`config.mk`:
```
export PLATFORM = sky130hd
export DESIGN_NAME = match_event_timer
export DESIGN_NICKNAME = d
export VERILOG_FILES = /design/src/rtl/met_pkg.sv /design/src/rtl/met_event_cnt.sv /design/src/rtl/met_timebase.sv /design/src/rtl/match_event_timer.sv
export SDC_FILE = /design/constraint.sdc
export NUM_CORES = 1
export LEC_CHECK = 0
export CORE_AREA = 10 10 122 124
export CTS_BUF_LIST = sky130_fd_sc_hd__clkbuf_4
export CTS_CLUSTER_DIAMETER = 60
export CTS_CLUSTER_SIZE = 25
export DETAILED_ROUTE_END_ITERATION = 8
export DIE_AREA = 0 0 132 134
export PLACE_DENSITY = 0.76
export SETUP_SLACK_MARGIN = 0.3
export SLEW_MARGIN = 20
export SYNTH_ARGS = -nofsm -noshare
export SYNTH_HDL_FRONTEND = slang
export SYNTH_HIERARCHICAL = 1
export SYNTH_SLANG_ARGS = --single-unit
```
`constraint.sdc`:
```
create_clock -name clk -period 4.47 [get_ports clk]
set_input_delay 0.894 -clock clk [delete_from_list [all_inputs] [get_ports clk]]
set_output_delay 0.894 -clock clk [all_outputs]
set_load 0.005 [all_outputs]
```
`src/rtl/met_pkg.sv`:
```
package met_pkg;
   // word indices (byte offset / 4) of the register file
   localparam int unsigned WI_MATCH  = 0;
   localparam int unsigned WI_COUNT  = 1;
   localparam int unsigned WI_CTRL   = 2;
   localparam int unsigned WI_CLEAR  = 3;
   localparam int unsigned WI_STATUS = 4;
   localparam int unsigned WI_TBCNT  = 5;
   localparam int unsigned WI_TBEN   = 6;
   localparam int unsigned WI_TBDIV  = 7;
   localparam int unsigned NUM_WORDS = 8;

   typedef struct packed {
      logic clr_on_match;   // control bit 1
      logic run;            // control bit 0
   } ctrl_t;
endpackage

```
`src/rtl/met_event_cnt.sv`:
```
module met_event_cnt #(
   parameter int unsigned CNT_W       = 32,
   parameter int unsigned SYNC_STAGES = 2,
   parameter bit          IRQ_REG     = 1'b1
) (
   input  logic             clk,
   input  logic             rst_n,
   input  logic             tick_en,
   input  logic             run,
   input  logic             clr_on_match,
   input  logic [CNT_W-1:0] match,
   input  logic             clr_wr,
   output logic [CNT_W-1:0] cnt_o,
   output logic             pend_o,
   output logic             irq_o
);
   logic [CNT_W-1:0] cnt_q;
   logic             pend_q;
   logic             clr_done;
   logic             hit;

   assign hit = (cnt_q == match);

   // clear synchroniser: variant chosen by the number of slow ticks
   generate
      if (SYNC_STAGES == 1) begin : g_sync_one
         assign clr_done = pend_q && tick_en;
         always_ff @(posedge clk or negedge rst_n) begin
            if (!rst_n)                pend_q <= 1'b0;
            else if (clr_wr)           pend_q <= 1'b1;
            else if (clr_done)         pend_q <= 1'b0;
         end
      end else begin : g_sync_multi
         localparam int unsigned STG_W = $clog2(SYNC_STAGES);
         localparam logic [STG_W-1:0] LAST = STG_W'(SYNC_STAGES - 1);
         logic [STG_W-1:0] stage_q;
         assign clr_done = pend_q && tick_en && (stage_q == LAST);
         always_ff @(posedge clk or negedge rst_n) begin
            if (!rst_n) begin
               pend_q  <= 1'b0;
               stage_q <= '0;
            end else if (clr_wr) begin
               pend_q  <= 1'b1;
               stage_q <= '0;
            end else if (pend_q && tick_en) begin
               if (stage_q == LAST) pend_q  <= 1'b0;
               else                 stage_q <= stage_q + 1'b1;
            end
         end
      end
   endgenerate

   always_ff @(posedge clk or negedge rst_n) begin
      if (!rst_n)                 cnt_q <= '0;
      else if (clr_done)          cnt_q <= '0;
      else if (tick_en && run)    cnt_q <= (clr_on_match && hit) ? '0 : cnt_q + 1'b1;
   end

   logic irq_raw;
   assign irq_raw = tick_en && run && hit && !clr_done;

   generate
      if (IRQ_REG) begin : g_irq_reg
         logic irq_q;
         always_ff @(posedge clk or negedge rst_n) begin
            if (!rst_n) irq_q <= 1'b0;
            else        irq_q <= irq_raw;
         end
         assign irq_o = irq_q;

         AST_IRQ_FROM_HIT: assert property (@(posedge clk) disable iff (!rst_n)
            irq_q |-> $past(tick_en && run && (cnt_q == match)));
      end else begin : g_irq_comb
         assign irq_o = irq_raw;
      end
   endgenerate

   assign cnt_o  = cnt_q;
   assign pend_o = pend_q;

   AST_STOPPED_HOLDS: assert property (@(posedge clk) disable iff (!rst_n)
      (!run && !pend_q) |=> $stable(cnt_q));
   AST_CLEAR_LEAVES_ZERO: assert property (@(posedge clk) disable iff (!rst_n)
      $fell(pend_q) |-> (cnt_q == '0));
   AST_MATCH_RELOAD: assert property (@(posedge clk) disable iff (!rst_n)
      (tick_en && run && clr_on_match && (cnt_q == match)) |=> (cnt_q == '0));
endmodule

```
`src/rtl/met_timebase.sv`:
```
module met_timebase #(
   parameter int unsigned CNT_W = 32,
   parameter int unsigned DIV_W = 2
) (
   input  logic             clk,
   input  logic             rst_n,
   input  logic             ref_en,
   input  logic             enable,
   input  logic [DIV_W-1:0] div_sel,
   output logic [CNT_W-1:0] cnt_o
);
   logic [DIV_W-1:0] phase_q;
   logic [CNT_W-1:0] cnt_q;

   always_ff @(posedge clk or negedge rst_n) begin
      if (!rst_n) begin
         phase_q <= '0;
         cnt_q   <= '0;
      end else if (enable && ref_en) begin
         if (phase_q >= div_sel) begin
            phase_q <= '0;
            cnt_q   <= cnt_q + 1'b1;
         end else begin
            phase_q <= phase_q + 1'b1;
         end
      end
   end

   assign cnt_o = cnt_q;

   AST_TB_UNIT_STEP: assert property (@(posedge clk) disable iff (!rst_n)
      !$stable(cnt_q) |-> (cnt_q == CNT_W'($past(cnt_q) + 1'b1)));
   AST_TB_HOLD_OFF: assert property (@(posedge clk) disable iff (!rst_n)
      !enable |=> $stable(cnt_q));
endmodule

```
`src/rtl/match_event_timer.sv`:
```
module match_event_timer
   import met_pkg::*;
#(
   parameter int unsigned DW          = 32,
   parameter int unsigned AW          = 6,
   parameter int unsigned CNT_W       = 32,
   parameter int unsigned DIV_W       = 2,
   parameter int unsigned PEND_BIT    = 10,
   parameter int unsigned SYNC_STAGES = 2,
   parameter bit          IRQ_REG     = 1'b1
) (
   input  logic          clk,
   input  logic          rst_n,
   input  logic          bus_wr,
   input  logic [AW-1:0] bus_addr,
   input  logic [DW-1:0] bus_wdata,
   output logic [DW-1:0] bus_rdata,
   input  logic          tick_en,
   input  logic          ref_en,
   output logic          irq_o
);
   localparam int unsigned WIDX_W = AW - 2;

   generate
      if (AW < 5)              begin : g_bad_aw   $error("AW too small for register file"); end
      if (CNT_W < 2 || CNT_W > DW) begin : g_bad_cw $error("CNT_W out of range"); end
      if (DIV_W < 1 || DIV_W > 8)  begin : g_bad_dw $error("DIV_W out of range"); end
      if (PEND_BIT >= DW)      begin : g_bad_pb   $error("PEND_BIT outside data word"); end
      if (SYNC_STAGES < 1)     begin : g_bad_ss   $error("SYNC_STAGES must be at least 1"); end
   endgenerate

   logic              aligned;
   logic [WIDX_W-1:0] widx;
   assign aligned = (bus_addr[1:0] == 2'b00);
   assign widx    = bus_addr[AW-1:2];

   function automatic logic sel_w(input logic [WIDX_W-1:0] w, input int unsigned idx);
      return (w == WIDX_W'(idx));
   endfunction

   logic wr_match, wr_ctrl, wr_clear, wr_tben, wr_tbdiv;
   assign wr_match = bus_wr && aligned && sel_w(widx, WI_MATCH);
   assign wr_ctrl  = bus_wr && aligned && sel_w(widx, WI_CTRL);
   assign wr_clear = bus_wr && aligned && sel_w(widx, WI_CLEAR);
   assign wr_tben  = bus_wr && aligned && sel_w(widx, WI_TBEN);
   assign wr_tbdiv = bus_wr && aligned && sel_w(widx, WI_TBDIV);

   logic [CNT_W-1:0] match_q;
   ctrl_t            ctrl_q;
   logic             tb_en_q;
   logic [DIV_W-1:0] div_sel_q;

   always_ff @(posedge clk or negedge rst_n) begin
      if (!rst_n) begin
         match_q   <= '0;
         ctrl_q    <= '0;
         tb_en_q   <= 1'b0;
         div_sel_q <= '0;
      end else begin
         if (wr_match) match_q   <= bus_wdata[CNT_W-1:0];
         if (wr_ctrl)  ctrl_q    <= bus_wdata[1:0];
         if (wr_tben)  tb_en_q   <= bus_wdata[0];
         if (wr_tbdiv) div_sel_q <= bus_wdata[DIV_W-1:0];
      end
   end

   logic [CNT_W-1:0] ev_cnt, tb_cnt;
   logic             ev_pend;

   met_event_cnt #(
      .CNT_W      (CNT_W),
      .SYNC_STAGES(SYNC_STAGES),
      .IRQ_REG    (IRQ_REG)
   ) i_event (
      .clk         (clk),
      .rst_n       (rst_n),
      .tick_en     (tick_en),
      .run         (ctrl_q.run),
      .clr_on_match(ctrl_q.clr_on_match),
      .match       (match_q),
      .clr_wr      (wr_clear),
      .cnt_o       (ev_cnt),
      .pend_o      (ev_pend),
      .irq_o       (irq_o)
   );

   met_timebase #(
      .CNT_W(CNT_W),
      .DIV_W(DIV_W)
   ) i_timebase (
      .clk    (clk),
      .rst_n  (rst_n),
      .ref_en (ref_en),
      .enable (tb_en_q),
      .div_sel(div_sel_q),
      .cnt_o  (tb_cnt)
   );

   always_comb begin
      bus_rdata = '0;
      if (aligned) begin
         if (sel_w(widx, WI_MATCH))  bus_rdata[CNT_W-1:0] = match_q;
         if (sel_w(widx, WI_COUNT))  bus_rdata[CNT_W-1:0] = ev_cnt;
         if (sel_w(widx, WI_CTRL))   bus_rdata[1:0]       = ctrl_q;
         if (sel_w(widx, WI_STATUS)) bus_rdata[PEND_BIT]  = ev_pend;
         if (sel_w(widx, WI_TBCNT))  bus_rdata[CNT_W-1:0] = tb_cnt;
         if (sel_w(widx, WI_TBEN))   bus_rdata[0]         = tb_en_q;
         if (sel_w(widx, WI_TBDIV))  bus_rdata[DIV_W-1:0] = div_sel_q;
      end
   end

   AST_CLEAR_RAISES_PEND: assert property (@(posedge clk) disable iff (!rst_n)
      wr_clear |=> ev_pend);
endmodule

```
* Yosys cells after proc, flatten, opt, wreduce, memory -nomap -nowiden *
Cells that the tools add are included.

word-level totals
  output and inout port bits = 33
  bits in read-only memories = 0
  bits in registers = 106
  latch bits = 0
  memory bits (writable) = 0
  bits of input ports = 43
  word-level logic and storage cells = 63
  memories kept = 0

cells by class
  $mul = 0
  equality and inequality tests = 8
  div/mod/pow operators = 0
  bitwise gates (word level) = 0
  shift-type cells = 0
  reductions and logical operators = 21
  $add $sub $neg = 4
  $lt $le $gt $ge = 1
  muxes and demuxes = 18

operators by type and width
  cell                                                 count
  two-way mux 32 bit                                   7
  adder 32 x 1 -> 32 bit, second input constant        2
  equality test 32 bit                                 1
  equality test 4 x 3 -> 1 bit, second input constant  4
  logical AND 1 bit                                    13
  equality test 4 x 2 -> 1 bit, second input constant  2
  two-way mux 1 bit                                    8
  two-way mux 2 bit                                    3
  nonzero test 2 bit                                   3
  equality test 4 x 1 -> 1 bit, second input constant  1
  zero test 4 bit                                      1
  AND reduction 2 bit                                  2
  adder 2 x 1 -> 2 bit, second input constant          1
  >= comparator 2 bit                                  1
  zero test 2 bit                                      1
  adder 1 bit, second input constant                   1
  zero test 1 bit                                      1

* Longest topological paths before layout *
Gate-level depths: netlist (run 1).

  word-level depth = 8
  gate-level depth with buffers = 8
  gate-level depth less buffers = 7

* Hierarchy *
The synthesis (run 1) kept the hierarchy.

modules (own cells, without submodules)
  module             times used  cells an instance  area each (um^2)  seq. area each (um^2)
  match_event_timer  1           254                2481.1            925.9
  met_event_cnt      1           281                2378.5            875.8
  met_timebase       1           145                1640.3            850.8

* Worst setup path after synthesis (run 1) *
Ideal clock, no wire load.

  path type = input port to output port
  start = in bus_addr[3]
  end = out bus_rdata[1]
  stages on the path = 5
  slack = 1.838 ns
  path buffers = 1
  data required time = 3.576 ns
  data arrival time = 1.738 ns
  cells stage by stage = buf_2 -> or3b_1 -> a21oi_1 -> a21oi_1 -> nor2_1

between the ends
  longest elaborated chain between the ends = 7
  elaborated cells between the ends (all ways) = 11
  those cells by class = eq/ne (4); mux (6); reduce/logical (1)

RTL lines
  what                  RTL line                  text
  start: declaration    match_event_timer.sv:15   input logic [AW-1:0] bus_addr,
  zero test 4 bit       match_event_timer.sv:38   return (w == WIDX_W'(idx));
  two-way mux 32 bit    match_event_timer.sv:102  if (sel_w(widx, WI_MATCH)) bus_rdata[CNT_W-1:0] = match_q;
  two-way mux 32 bit    match_event_timer.sv:103  if (sel_w(widx, WI_COUNT)) bus_rdata[CNT_W-1:0] = ev_cnt;
  two-way mux 2 bit     match_event_timer.sv:104  if (sel_w(widx, WI_CTRL)) bus_rdata[1:0] = ctrl_q;
  two-way mux 32 bit    match_event_timer.sv:106  if (sel_w(widx, WI_TBCNT)) bus_rdata[CNT_W-1:0] = tb_cnt;
  two-way mux 2 bit *   match_event_timer.sv:108  if (sel_w(widx, WI_TBDIV)) bus_rdata[DIV_W-1:0] = div_sel_q;
  two-way mux 32 bit *  match_event_timer.sv:101  if (aligned) begin
  end: declaration      match_event_timer.sv:17   output logic [DW-1:0] bus_rdata,

Mark *: on every way between the ends. The rest lies on a longest branch, timed or not.

* Worst setup path in the final report (run 1) *
  start = in bus_addr[2]
  end = out bus_rdata[0]

between the ends
  longest elaborated chain between the ends = 8
  elaborated cells between the ends (all ways) = 13
  those cells by class = eq/ne (5); mux (7); reduce/logical (1)

RTL lines
  what                  RTL line                  text
  zero test 4 bit       match_event_timer.sv:38
  two-way mux 32 bit    match_event_timer.sv:102
  two-way mux 32 bit    match_event_timer.sv:103
  two-way mux 2 bit     match_event_timer.sv:104
  two-way mux 32 bit    match_event_timer.sv:106
  two-way mux 1 bit     match_event_timer.sv:107  if (sel_w(widx, WI_TBEN)) bus_rdata[0] = tb_en_q;
  two-way mux 2 bit *   match_event_timer.sv:108
  two-way mux 32 bit *  match_event_timer.sv:101

Marked as above.

==> run summary, run 1 <==
run status -> finished clean
deepest level of the CTS H-tree -> 3
sequential-to-total area share from yosys stat -> 0.4081
detail-routed via count per cell -> 5.987
Placed Area -> 7311 um^2
Final Max Tran Viols -> 0
Max rail drop VDD -> 0.0002114 V
unrepaired setup endpoints after global routing -> no
aggregate routed wire length -> 17.88 mm
# Post-CTS Setup Buffers -> 0
quantity of hold-fixing buffers added after cts -> 0
Core Region -> 12470 um^2
first-iteration detailed-routing DRC count -> 471
IO Port Bufs -> 75
DRC violations left -> 0
number of antenna violations at the first check in global routing -> 1
worst reg2reg endpoint -> i_event/cnt_o[6]
number of filler instances in the final layout -> 1073
GR Util All Layers -> 0.1998
R2R cell count -> 6
top fanout value on the critical path -> 25
CP endpoint kind -> output port
die extent in x -> 132 um
worst setup skew after layout -> 28.65 ps
share of flip-flops with an asynchronous set or reset -> 1.000
TritonCTS Buffers -> 9
final cell area excluding filler cells -> 7505 um^2
gate count after technology mapping -> 680
total power consumption of the routed design -> 2249 uW
endpoints failing hold -> 0
accumulated negative setup slack -> 0 ps
Post-Synthesis Net Count -> 727
Bufs on Longest Clock Path -> 2
total congestion overflow -> 0
post-cts resize count -> 0
Final GP Congestion -> 0.9365
most frequent standard cell in the layout excluding fill and tap cells -> sky130_fd_sc_hd__dfrtp_1
Max-cap violations -> 0
fraction of the cycle the final worst path needs -> 0.8799
highest-count cells in the layout ignoring fill and taps -> 106 x sky130_fd_sc_hd__dfrtp_1, 74 x sky130_fd_sc_hd__clkdlybuf4s50_1, 65 x sky130_fd_sc_hd__xnor2_1
Worst R2R Start -> i_event/cnt_o[25]
global-route wire length before repair -> 28.68 mm
distinct cell type count after synthesis -> 64
ANT nets after route -> 0
Crit path arrival time -> 3040 ps
CP Data Required Time -> 3580 ps
Setup WS post-layout -> 537.1 ps
height of the die -> 134 um
layout cells sized above 1 -> 0.1154
transition time of the tightest slew-check pin -> 778.2 ps
crit start category -> input port
total of flip-flops plus latches after synthesis -> 106
mean instance size in the synthesized netlist -> 9.559 um^2
met1 track demand over resource in global routing -> 0.2520
Post-DP HPWL -> 13.31 mm
flop-to-flop setup slack -> 2020 ps
clock tree from TritonCTS -> yes
number of warnings issued by yosys -> 6
most congested layer reported by global routing -> met2
area growth from synthesis to layout -> 15.46%
first-pass detailed-route iteration total -> 5
I/O pin count -> 76
relative slew slack -> 0.4812
critical path class -> input port to output port
leakage power figure -> 0.003245 uW
row cnt -> 41
post-CTS clock slew at the launch and capture registers of the worst setup and hold paths -> 170 ps
met2 usage in global routing -> 0.3317
Power per Cell Area -> 299.7 nW/um^2
clock root buffer -> sky130_fd_sc_hd__clkbuf_4
kind of path behind the tightest hold check -> input port to asynchronous set/reset pin
shortest period the worst path allows -> 3933 ps
Initial Utilization -> 0.5214
wire length per cell after detailed routing -> 19.48 um
via count of the first global-routing pass -> 5354
minimum setup slack after placement -> 576.3 ps
cell area after synthesis -> 6500 um^2
largest net degree at the start of global routing -> 63
worst skew pair latency -> 510 ps
GRT met3 Usage -> 0.04257
number of flops mapped to enable cells by yosys -> 0
ys flop type -> sky130_fd_sc_hd__dfrtp_1
Die ar. -> 17690 um^2
f_max -> 254.3 MHz
final setup vio count -> 0
vias after detailed routing -> 5496
NumNets Final -> 787
number of sinks on the clock net -> 106
synth_stat cells, types with 9 or more instances:
cell,n,area share
sky130_fd_sc_hd__dfrtp_1,106,0.41
sky130_fd_sc_hd__xnor2_1,65,0.088
sky130_fd_sc_hd__nor2_1,63,0.036
sky130_fd_sc_hd__nor3_1,48,0.037
sky130_fd_sc_hd__nand2_1,45,0.026
sky130_fd_sc_hd__nand4_1,34,0.033
sky130_fd_sc_hd__nand3_1,31,0.024
sky130_fd_sc_hd__nor2b_1,31,0.030
sky130_fd_sc_hd__mux2_4,30,0.069
sky130_fd_sc_hd__o22ai_1,29,0.028
sky130_fd_sc_hd__o21ai_0,20,0.015
sky130_fd_sc_hd__and3_1,16,0.015
sky130_fd_sc_hd__buf_2,15,0.012
sky130_fd_sc_hd__a21oi_1,14,0.011
sky130_fd_sc_hd__clkbuf_1,14,0.0081
sky130_fd_sc_hd__inv_1,10,0.0058
sky130_fd_sc_hd__xor2_1,9,0.012
worst max path at each step:
stage | from | end | slack, ps | cells past startpoint
2_1_floorplan | bus_addr[3] | bus_rdata[1] | 1840 | 5
3_3_place_gp | bus_addr[2] | bus_rdata[0] | 630 | 8
3_5_place_dp | bus_addr[2] | bus_rdata[0] | 580 | 8
4_1_cts | bus_addr[2] | bus_rdata[0] | 570 | 8
5_1_grt | bus_addr[2] | bus_rdata[0] | 450 | 8
6_report | bus_addr[2] | bus_rdata[0] | 540 | 8
power by group:
part / switching [uW] / internal, uW / leakage, uW
registers: 112 / 1040 / 0.00143
logic: 255 / 238 / 0.00172
clock network: 315 / 286 / 0.0000917
total: 682 / 1570 / 0.00324
final cells by class:
cell class | count | area [um^2] | area share
multi-input cells | 527 | 3582 | 0.4773
flip-flops and latches | 106 | 2653 | 0.3535
repair buffers | 86 | 834.6 | 0.1112
well taps | 172 | 215.2 | 0.02868
clock inverters | 6 | 105.1 | 0.01400
clock buffers | 10 | 75.07 | 0.01000
inverters | 10 | 37.54 | 0.005002
diodes | 1 | 2.502 | 0.0003334
routing by layer:
metal  up-vias  share of wire  routed length [um]
met5         -              0                   0
met4         0          0.023                 408
met3        45          0.060                1072
met2       190           0.49                8807
met1      2706           0.42                7594
li1       2555              -                   -
stage by stage:
stage / hold slack (ps) / util / instances
floorplan: 446.1 / - / 680
global placement: 482.3 / 0.5865 / 900
detailed placement: 492.3 / 0.5865 / 900
CTS: 464.6 / 0.6009 / 916
global route: 490.1 / 0.6020 / 918
finish: 439.3 / 0.6020 / 918
kinds of logic (layout without fill, tap and decap cells):
family	Yosys count	in the layout	synth area share
buf+inv	47	112	0.04081
simple gates	322	322	0.2739
compound gates	89	89	0.08682
xor+xnor	74	74	0.09971
other cells	0	1	0
mux	38	38	0.08296
flops	106	106	0.4081
fa+ha+maj	4	4	0.007700
flip-flops by register name, indices dropped and copies added (netlist names):
signal,cells
div_sel_q,2
i_event/irq_o,1
match_q,32
i_event/cnt_o,32
i_event/pend_o,1
i_timebase/cnt_o,32
i_timebase/phase_q,2
i_event/g_sync_multi.stage_q,1
ctrl_q,2
tb_en_q,1
worst max-delay path, cell delays in order:
cell and delay, ps:
sky130_fd_sc_hd__clkdlybuf4s50_1 460, sky130_fd_sc_hd__buf_4 220, sky130_fd_sc_hd__buf_4 310, sky130_fd_sc_hd__nand2b_1 90, sky130_fd_sc_hd__a2bb2oi_1 150, sky130_fd_sc_hd__a2bb2oi_1 130
sky130_fd_sc_hd__o21ai_0 220, sky130_fd_sc_hd__clkdlybuf4s50_1 560
(Power assumes the default switching activity.)
==> run 2: changes to the inputs <==
--- a/config.mk
+++ b/config.mk
@@ -5,14 +5,13 @@
 export SDC_FILE = /design/constraint.sdc
 export NUM_CORES = 1
 export LEC_CHECK = 0
-export CORE_AREA = 10 10 122 124
+export CORE_AREA = 2 2 114 116
 export CTS_BUF_LIST = sky130_fd_sc_hd__clkbuf_4
 export CTS_CLUSTER_DIAMETER = 60
 export CTS_CLUSTER_SIZE = 25
 export DETAILED_ROUTE_END_ITERATION = 8
-export DIE_AREA = 0 0 132 134
+export DIE_AREA = 0 0 116 118
 export PLACE_DENSITY = 0.76
-export SETUP_SLACK_MARGIN = 0.3
 export SLEW_MARGIN = 20
 export SYNTH_ARGS = -nofsm -noshare
 export SYNTH_HDL_FRONTEND = slang
==> run summary, run 2 (synthesized netlist as in run 1, its figures left out) <==
final design utilization -> 0.6014 (was 0.6020)
Post-DP HPWL -> 12.45 mm (was 13.31 mm)
post-cts resize count -> 0 (unchanged)
number of sinks on the clock net -> 106 (unchanged)
total congestion overflow -> 0 (unchanged)
NumNets Final -> 785 (was 787)
Bufs on Longest Clock Path -> 2 (unchanged)
DRC violations left -> 0 (unchanged)
detail-routed via count per cell -> 5.992 (was 5.987)
largest net degree at the start of global routing -> 78 (was 63)
quantity of hold-fixing buffers added after cts -> 0 (unchanged)
worst setup skew after layout -> 20.74 ps (was 28.65 ps)
first-iteration detailed-routing DRC count -> 605 (was 471)
Max-cap violations -> 0 (unchanged)
kind of path behind the tightest hold check -> input port to asynchronous set/reset pin (unchanged)
Max rail drop VDD -> 0.0001916 V (was 0.0002114 V)
die extent in x -> 116 um (was 132 um)
first-pass detailed-route iteration total -> 5 (unchanged)
critical path class -> input port to output port (unchanged)
fraction of the cycle the final worst path needs -> 0.8724 (was 0.8799)
n_diodes -> 0 (was 1)
Power per Cell Area -> 291.1 nW/um^2 (was 299.7 nW/um^2)
f_max -> 256.4 MHz (was 254.3 MHz)
clock tree from TritonCTS -> yes (unchanged)
vias after detailed routing -> 5465 (was 5496)
wire length per cell after detailed routing -> 18.39 um (was 19.48 um)
Final GP Congestion -> 0.9395 (was 0.9365)
number of antenna violations at the first check in global routing -> 0 (was 1)
height of the die -> 118 um (was 134 um)
ANT nets after route -> 0 (unchanged)
relative slew slack -> 0.3265 (was 0.4812)
Core Region -> 12410 um^2 (was 12470 um^2)
clock root buffer -> sky130_fd_sc_hd__clkbuf_4 (unchanged)
unrepaired setup endpoints after global routing -> no (unchanged)
via count of the first global-routing pass -> 5093 (was 5354)
CP endpoint kind -> output port (unchanged)
shortest period the worst path allows -> 3899 ps (was 3933 ps)
area growth from synthesis to layout -> 14.86% (was 15.46%)
most frequent standard cell in the layout excluding fill and tap cells -> sky130_fd_sc_hd__dfrtp_1 (unchanged)
CP Data Required Time -> 3580 ps (about the same)
global-route wire length before repair -> 26.63 mm (was 28.68 mm)
top fanout value on the critical path -> 30 (was 25)
run status -> finished clean (unchanged)
accumulated negative setup slack -> 0 ps (unchanged)
post-CTS clock slew at the launch and capture registers of the worst setup and hold paths -> 150 ps (was 170 ps)
leakage power figure -> 0.003226 uW (was 0.003245 uW)
Final Max Tran Viols -> 0 (unchanged)
transition time of the tightest slew-check pin -> 1003 ps (was 778.2 ps)
final cell area excluding filler cells -> 7466 um^2 (was 7505 um^2)
endpoints failing hold -> 0 (unchanged)
highest-count cells in the layout ignoring fill and taps -> 106 x sky130_fd_sc_hd__dfrtp_1, 74 x sky130_fd_sc_hd__clkdlybuf4s50_1, 65 x sky130_fd_sc_hd__xnor2_1 (unchanged)
Placed Area -> 7296 um^2 (was 7311 um^2)
final setup vio count -> 0 (unchanged)
Initial Utilization -> 0.5236 (was 0.5214)
TritonCTS Buffers -> 9 (unchanged)
deepest level of the CTS H-tree -> 3 (unchanged)
crit start category -> input port (unchanged)
total power consumption of the routed design -> 2173 uW (was 2249 uW)
Crit path arrival time -> 3010 ps (was 3040 ps)
layout cells sized above 1 -> 0.1122 (was 0.1154)
number of filler instances in the final layout -> 1094 (was 1073)
I/O pin count -> 76 (unchanged)
# Post-CTS Setup Buffers -> 0 (unchanged)
IO Port Bufs -> 75 (unchanged)
Die ar. -> 13690 um^2 (was 17690 um^2)
aggregate routed wire length -> 16.78 mm (was 17.88 mm)
row cnt -> 41 (unchanged)
worst skew pair latency -> 490 ps (was 510 ps)
GR Util All Layers -> 0.2511 (was 0.1998)
-- run 2: changes by cell type in the layout (fill, tap and decap cells not counted) --
cell / before / now
sky130_fd_sc_hd__buf_4: 11 / 9
sky130_fd_sc_hd__clkinv_1: 2 / 0
sky130_fd_sc_hd__buf_16: 0 / 1
sky130_fd_sc_hd__buf_6: 1 / 0
sky130_fd_sc_hd__bufinv_16: 3 / 2
sky130_fd_sc_hd__diode_2: 1 / 0
-- run 2: path summary, 6_finish.rpt --
path | startpoint | endpoint | slack (ps) | cells after the start
max | bus_addr[3] | bus_rdata[18] | 570 | 6
min | rst_n | match_q[8] | 320 | 1
max reg2reg | i_event/cnt_o[25] | i_event/cnt_o[18] | 1780 | 5
min reg2reg | i_timebase/cnt_o[28] | i_timebase/cnt_o[28] | 510 | 1
max in group asynchronous | rst_n | i_event/cnt_o[21] | 3410 | 2
min in group clk | i_timebase/cnt_o[28] | i_timebase/cnt_o[28] | 510 | 1
-- run 2: cell type report --
cell class / count / area (um^2) / area share
Clock buffer: 10 / 75.07 / 0.01006
Sequential cell: 106 / 2653 / 0.3553
Timing Repair Buffer: 84 / 835.8 / 0.1119
Tap cell: 172 / 215.2 / 0.02883
Inverter: 10 / 37.54 / 0.005028
Multi-Input combinational cell: 527 / 3582 / 0.4798
Clock inverter: 3 / 67.56 / 0.009050
-- run 2: layer usage --
metal  vias to the layer above  track usage  share of wire  routed length (um)
li1                       2547            -              -                   -
met1                      2653       0.3581           0.44                7374
met2                       237       0.3925           0.47                7958
met3                        28      0.04274          0.068                1141
met4                         0      0.07292          0.018                 301
met5                         -            0              0                   0
-- run 2: per-stage QoR --
stage                     setup WS (ps)  std cells  hold WS [ps]
after floorplan                    1838        680         446.1
after global placement            684.7        898         477.8
after detailed placement          624.1        898         487.1
after CTS                         619.9        911         510.3
after global routing              491.6        912         317.7
final                             570.5        912         319.1
-- run 2: critical path: stages --
cell                              delay, ps
sky130_fd_sc_hd__clkdlybuf4s50_1        720
sky130_fd_sc_hd__nand3b_1               160
sky130_fd_sc_hd__buf_4                  310
sky130_fd_sc_hd__nor2_1                  70
sky130_fd_sc_hd__nor3_1                 270
sky130_fd_sc_hd__clkdlybuf4s50_1        570
-- run 2: report_power, final --
part	internal, uW	total [uW]	switching [uW]	leakage, uW
sequential	1040	1150	113	0.00143
clock	224	526	301	0.0000744
combinational	242	492	250	0.00172
==> run 3: changes to the inputs <==
--- a/config.mk
+++ b/config.mk
@@ -6,7 +6,7 @@
 export NUM_CORES = 1
 export LEC_CHECK = 0
 export CORE_AREA = 2 2 114 116
-export CTS_BUF_LIST = sky130_fd_sc_hd__clkbuf_4
+export CTS_BUF_LIST = sky130_fd_sc_hd__clkbuf_2 sky130_fd_sc_hd__clkbuf_4 sky130_fd_sc_hd__clkbuf_8
 export CTS_CLUSTER_DIAMETER = 60
 export CTS_CLUSTER_SIZE = 25
 export DETAILED_ROUTE_END_ITERATION = 8
==> run summary, run 3 (synthesized netlist as in run 1, its figures left out) <==
layout cells sized above 1 -> 0.1122 (unchanged)
relative contribution of the clock network to total power -> 0.276 (was 0.242)
minimum setup slack after placement -> 624.1 ps (unchanged)
height of the die -> 118 um (unchanged)
most frequent standard cell in the layout excluding fill and tap cells -> sky130_fd_sc_hd__dfrtp_1 (unchanged)
switching pwr -> 677.1 uW (was 664.3 uW)
quantity of hold-fixing buffers added after cts -> 0 (unchanged)
aggregate routed wire length -> 16.86 mm (was 16.78 mm)
CP endpoint kind -> output port (unchanged)
shortest period the worst path allows -> 3900 ps (was 3899 ps)
fraction of the cycle the final worst path needs -> 0.8724 (about the same)
cell family contributing the most delay on the critical path -> buffers and inverters (unchanged)
die extent in x -> 116 um (unchanged)
combinational share of power -> 0.217 (was 0.227)
deepest level of the CTS H-tree -> 3 (unchanged)
number of sinks on the clock net -> 106 (unchanged)
Worst path slowest cell -> sky130_fd_sc_hd__clkdlybuf4s50_1 (unchanged)
ordered cell list for the critical path -> clkdlybuf4s50_1 > nand3b_1 > buf_4 > nor2_1 > nor3_1 > clkdlybuf4s50_1 (unchanged)
wire length per cell after detailed routing -> 18.48 um (was 18.39 um)
Max-cap violations -> 0 (unchanged)
Crit path arrival time -> 3010 ps (about the same)
net switching share of the total power -> 0.2978 (was 0.3057)
post-cts resize count -> 0 (unchanged)
endpoints failing hold -> 0 (unchanged)
relative slew slack -> 0.3182 (was 0.3265)
most frequent cell on the critical path -> sky130_fd_sc_hd__clkdlybuf4s50_1 (unchanged)
area growth from synthesis to layout -> 15.73% (was 14.86%)
clock tree from TritonCTS -> yes (unchanged)
critical path class -> input port to output port (unchanged)
IO Port Bufs -> 75 (unchanged)
global-route wire length before repair -> 26.72 mm (was 26.63 mm)
ANT nets after route -> 0 (unchanged)
Setup WS post-layout -> 570.2 ps (was 570.5 ps)
number of antenna violations at the first check in global routing -> 0 (unchanged)
leakage power figure -> 0.003249 uW (was 0.003226 uW)
biggest cell delay along the critical path -> 720 ps (about the same)
total power consumption of the routed design -> 2274 uW (was 2173 uW)
highest-count cells in the layout ignoring fill and taps -> 106 x sky130_fd_sc_hd__dfrtp_1, 74 x sky130_fd_sc_hd__clkdlybuf4s50_1, 65 x sky130_fd_sc_hd__xnor2_1 (unchanged)
Final Max Tran Viols -> 0 (unchanged)
unrepaired setup endpoints after global routing -> no (unchanged)
vias after detailed routing -> 5500 (was 5465)
CP Data Required Time -> 3580 ps (about the same)
crit start category -> input port (unchanged)
combined buffer and inverter count along the critical path -> 3 (unchanged)
transition time of the tightest slew-check pin -> 1015 ps (was 1003 ps)
post-CTS clock slew at the launch and capture registers of the worst setup and hold paths -> 90 ps (was 150 ps)
worst setup skew after layout -> 9.007 ps (was 20.74 ps)
n_diodes -> 0 (unchanged)
Initial Utilization -> 0.5236 (unchanged)
DRC violations left -> 0 (unchanged)
top fanout value on the critical path -> 30 (unchanged)
Int Pwr -> 1597 uW (was 1509 uW)
row cnt -> 41 (unchanged)
accumulated negative setup slack -> 0 ps (unchanged)
clock root buffer -> sky130_fd_sc_hd__clkbuf_8 (was sky130_fd_sc_hd__clkbuf_4)
TritonCTS Buffers -> 9 (unchanged)
largest net degree at the start of global routing -> 78 (unchanged)
first-iteration detailed-routing DRC count -> 624 (was 605)
Core Region -> 12410 um^2 (unchanged)
Reg power frac -> 0.508 (was 0.532)
detail-routed via count per cell -> 6.031 (was 5.992)
Power per Cell Area -> 302.3 nW/um^2 (was 291.1 nW/um^2)
Final GP Congestion -> 0.9395 (unchanged)
I/O pin count -> 76 (unchanged)
Bufs on Longest Clock Path -> 2 (unchanged)
f_max -> 256.4 MHz (about the same)
first-pass detailed-route iteration total -> 7 (was 5)
run status -> finished clean (unchanged)
via count of the first global-routing pass -> 5074 (was 5093)
Die ar. -> 13690 um^2 (unchanged)
kind of path behind the tightest hold check -> input port to asynchronous set/reset pin (unchanged)
worst skew pair latency -> 390 ps (was 490 ps)
# Post-CTS Setup Buffers -> 0 (unchanged)
Post-DP HPWL -> 12.45 mm (unchanged)
NumNets Final -> 785 (unchanged)
total congestion overflow -> 0 (unchanged)
Max rail drop VDD -> 0.0002191 V (was 0.0001916 V)
final setup vio count -> 0 (unchanged)
GR Util All Layers -> 0.2527 (was 0.2511)
## run 3: cell types whose count changed in the layout (fill, tap and decap cells not counted)
cell,before,now
sky130_fd_sc_hd__clkbuf_8,0,9
sky130_fd_sc_hd__clkbuf_4,10,1
## run 3: layout make-up
cell class	count	area (um^2)
multi-input cells	527	3582
fillers	1083	4892
clock inverters	3	67.56
clock buffers	10	131.4
inverters	10	37.54
repair buffers	84	835.8
well taps	172	215.2
flip-flops and latches	106	2653
## run 3: final timing paths
check / start / end / slack, ps / depth (start not counted)
hold reg to reg: i_timebase/cnt_o[17] / i_timebase/cnt_o[17] / 500 / 1
setup / recovery: bus_addr[3] / bus_rdata[18] / 570 / 6
hold / removal: rst_n / match_q[8] / 430 / 1
setup reg to reg: i_event/cnt_o[25] / i_event/cnt_o[5] / 1800 / 5
max in group asynchronous: rst_n / i_event/cnt_o[21] / 3310 / 2
min in group clk: i_timebase/cnt_o[17] / i_timebase/cnt_o[17] / 500 / 1
## run 3: power by group through the flow
stage	clock (uW)	combinational (uW)	sequential (uW)
2_1_floorplan	0	339	1130
3_3_place_gp	0	467	1170
3_5_place_dp	0	486	1170
4_1_cts	643	486	1150
5_1_grt	683	541	1170
6_report	627	492	1150
## run 3: worst reg2reg max path, delay by kind of cell (launching register included)
kind	cells	cell delay (ps)
flops	1	500
xor+xnor	1	310
simple gates	4	1720
## run 3: metal layers
metal	track usage	vias up	part of all wire
met3	0.04480	32	0.067
met5	0	-	0
met1	0.3618	2674	0.44
met4	0.07589	0	0.021
li1	-	2549	-
met2	0.3907	245	0.47
## run 3: stage by stage
step	instances	utilization	hold slack [ps]	instance area, um^2
6_report	912	0.6059	431.6	7522
5_1_grt	912	0.6059	438.4	7522
4_1_cts	911	0.6037	503.9	7495
3_5_place_dp	898	0.5877	487.1	7296
3_3_place_gp	898	0.5877	477.8	7296
2_1_floorplan	680	-	446.1	6500
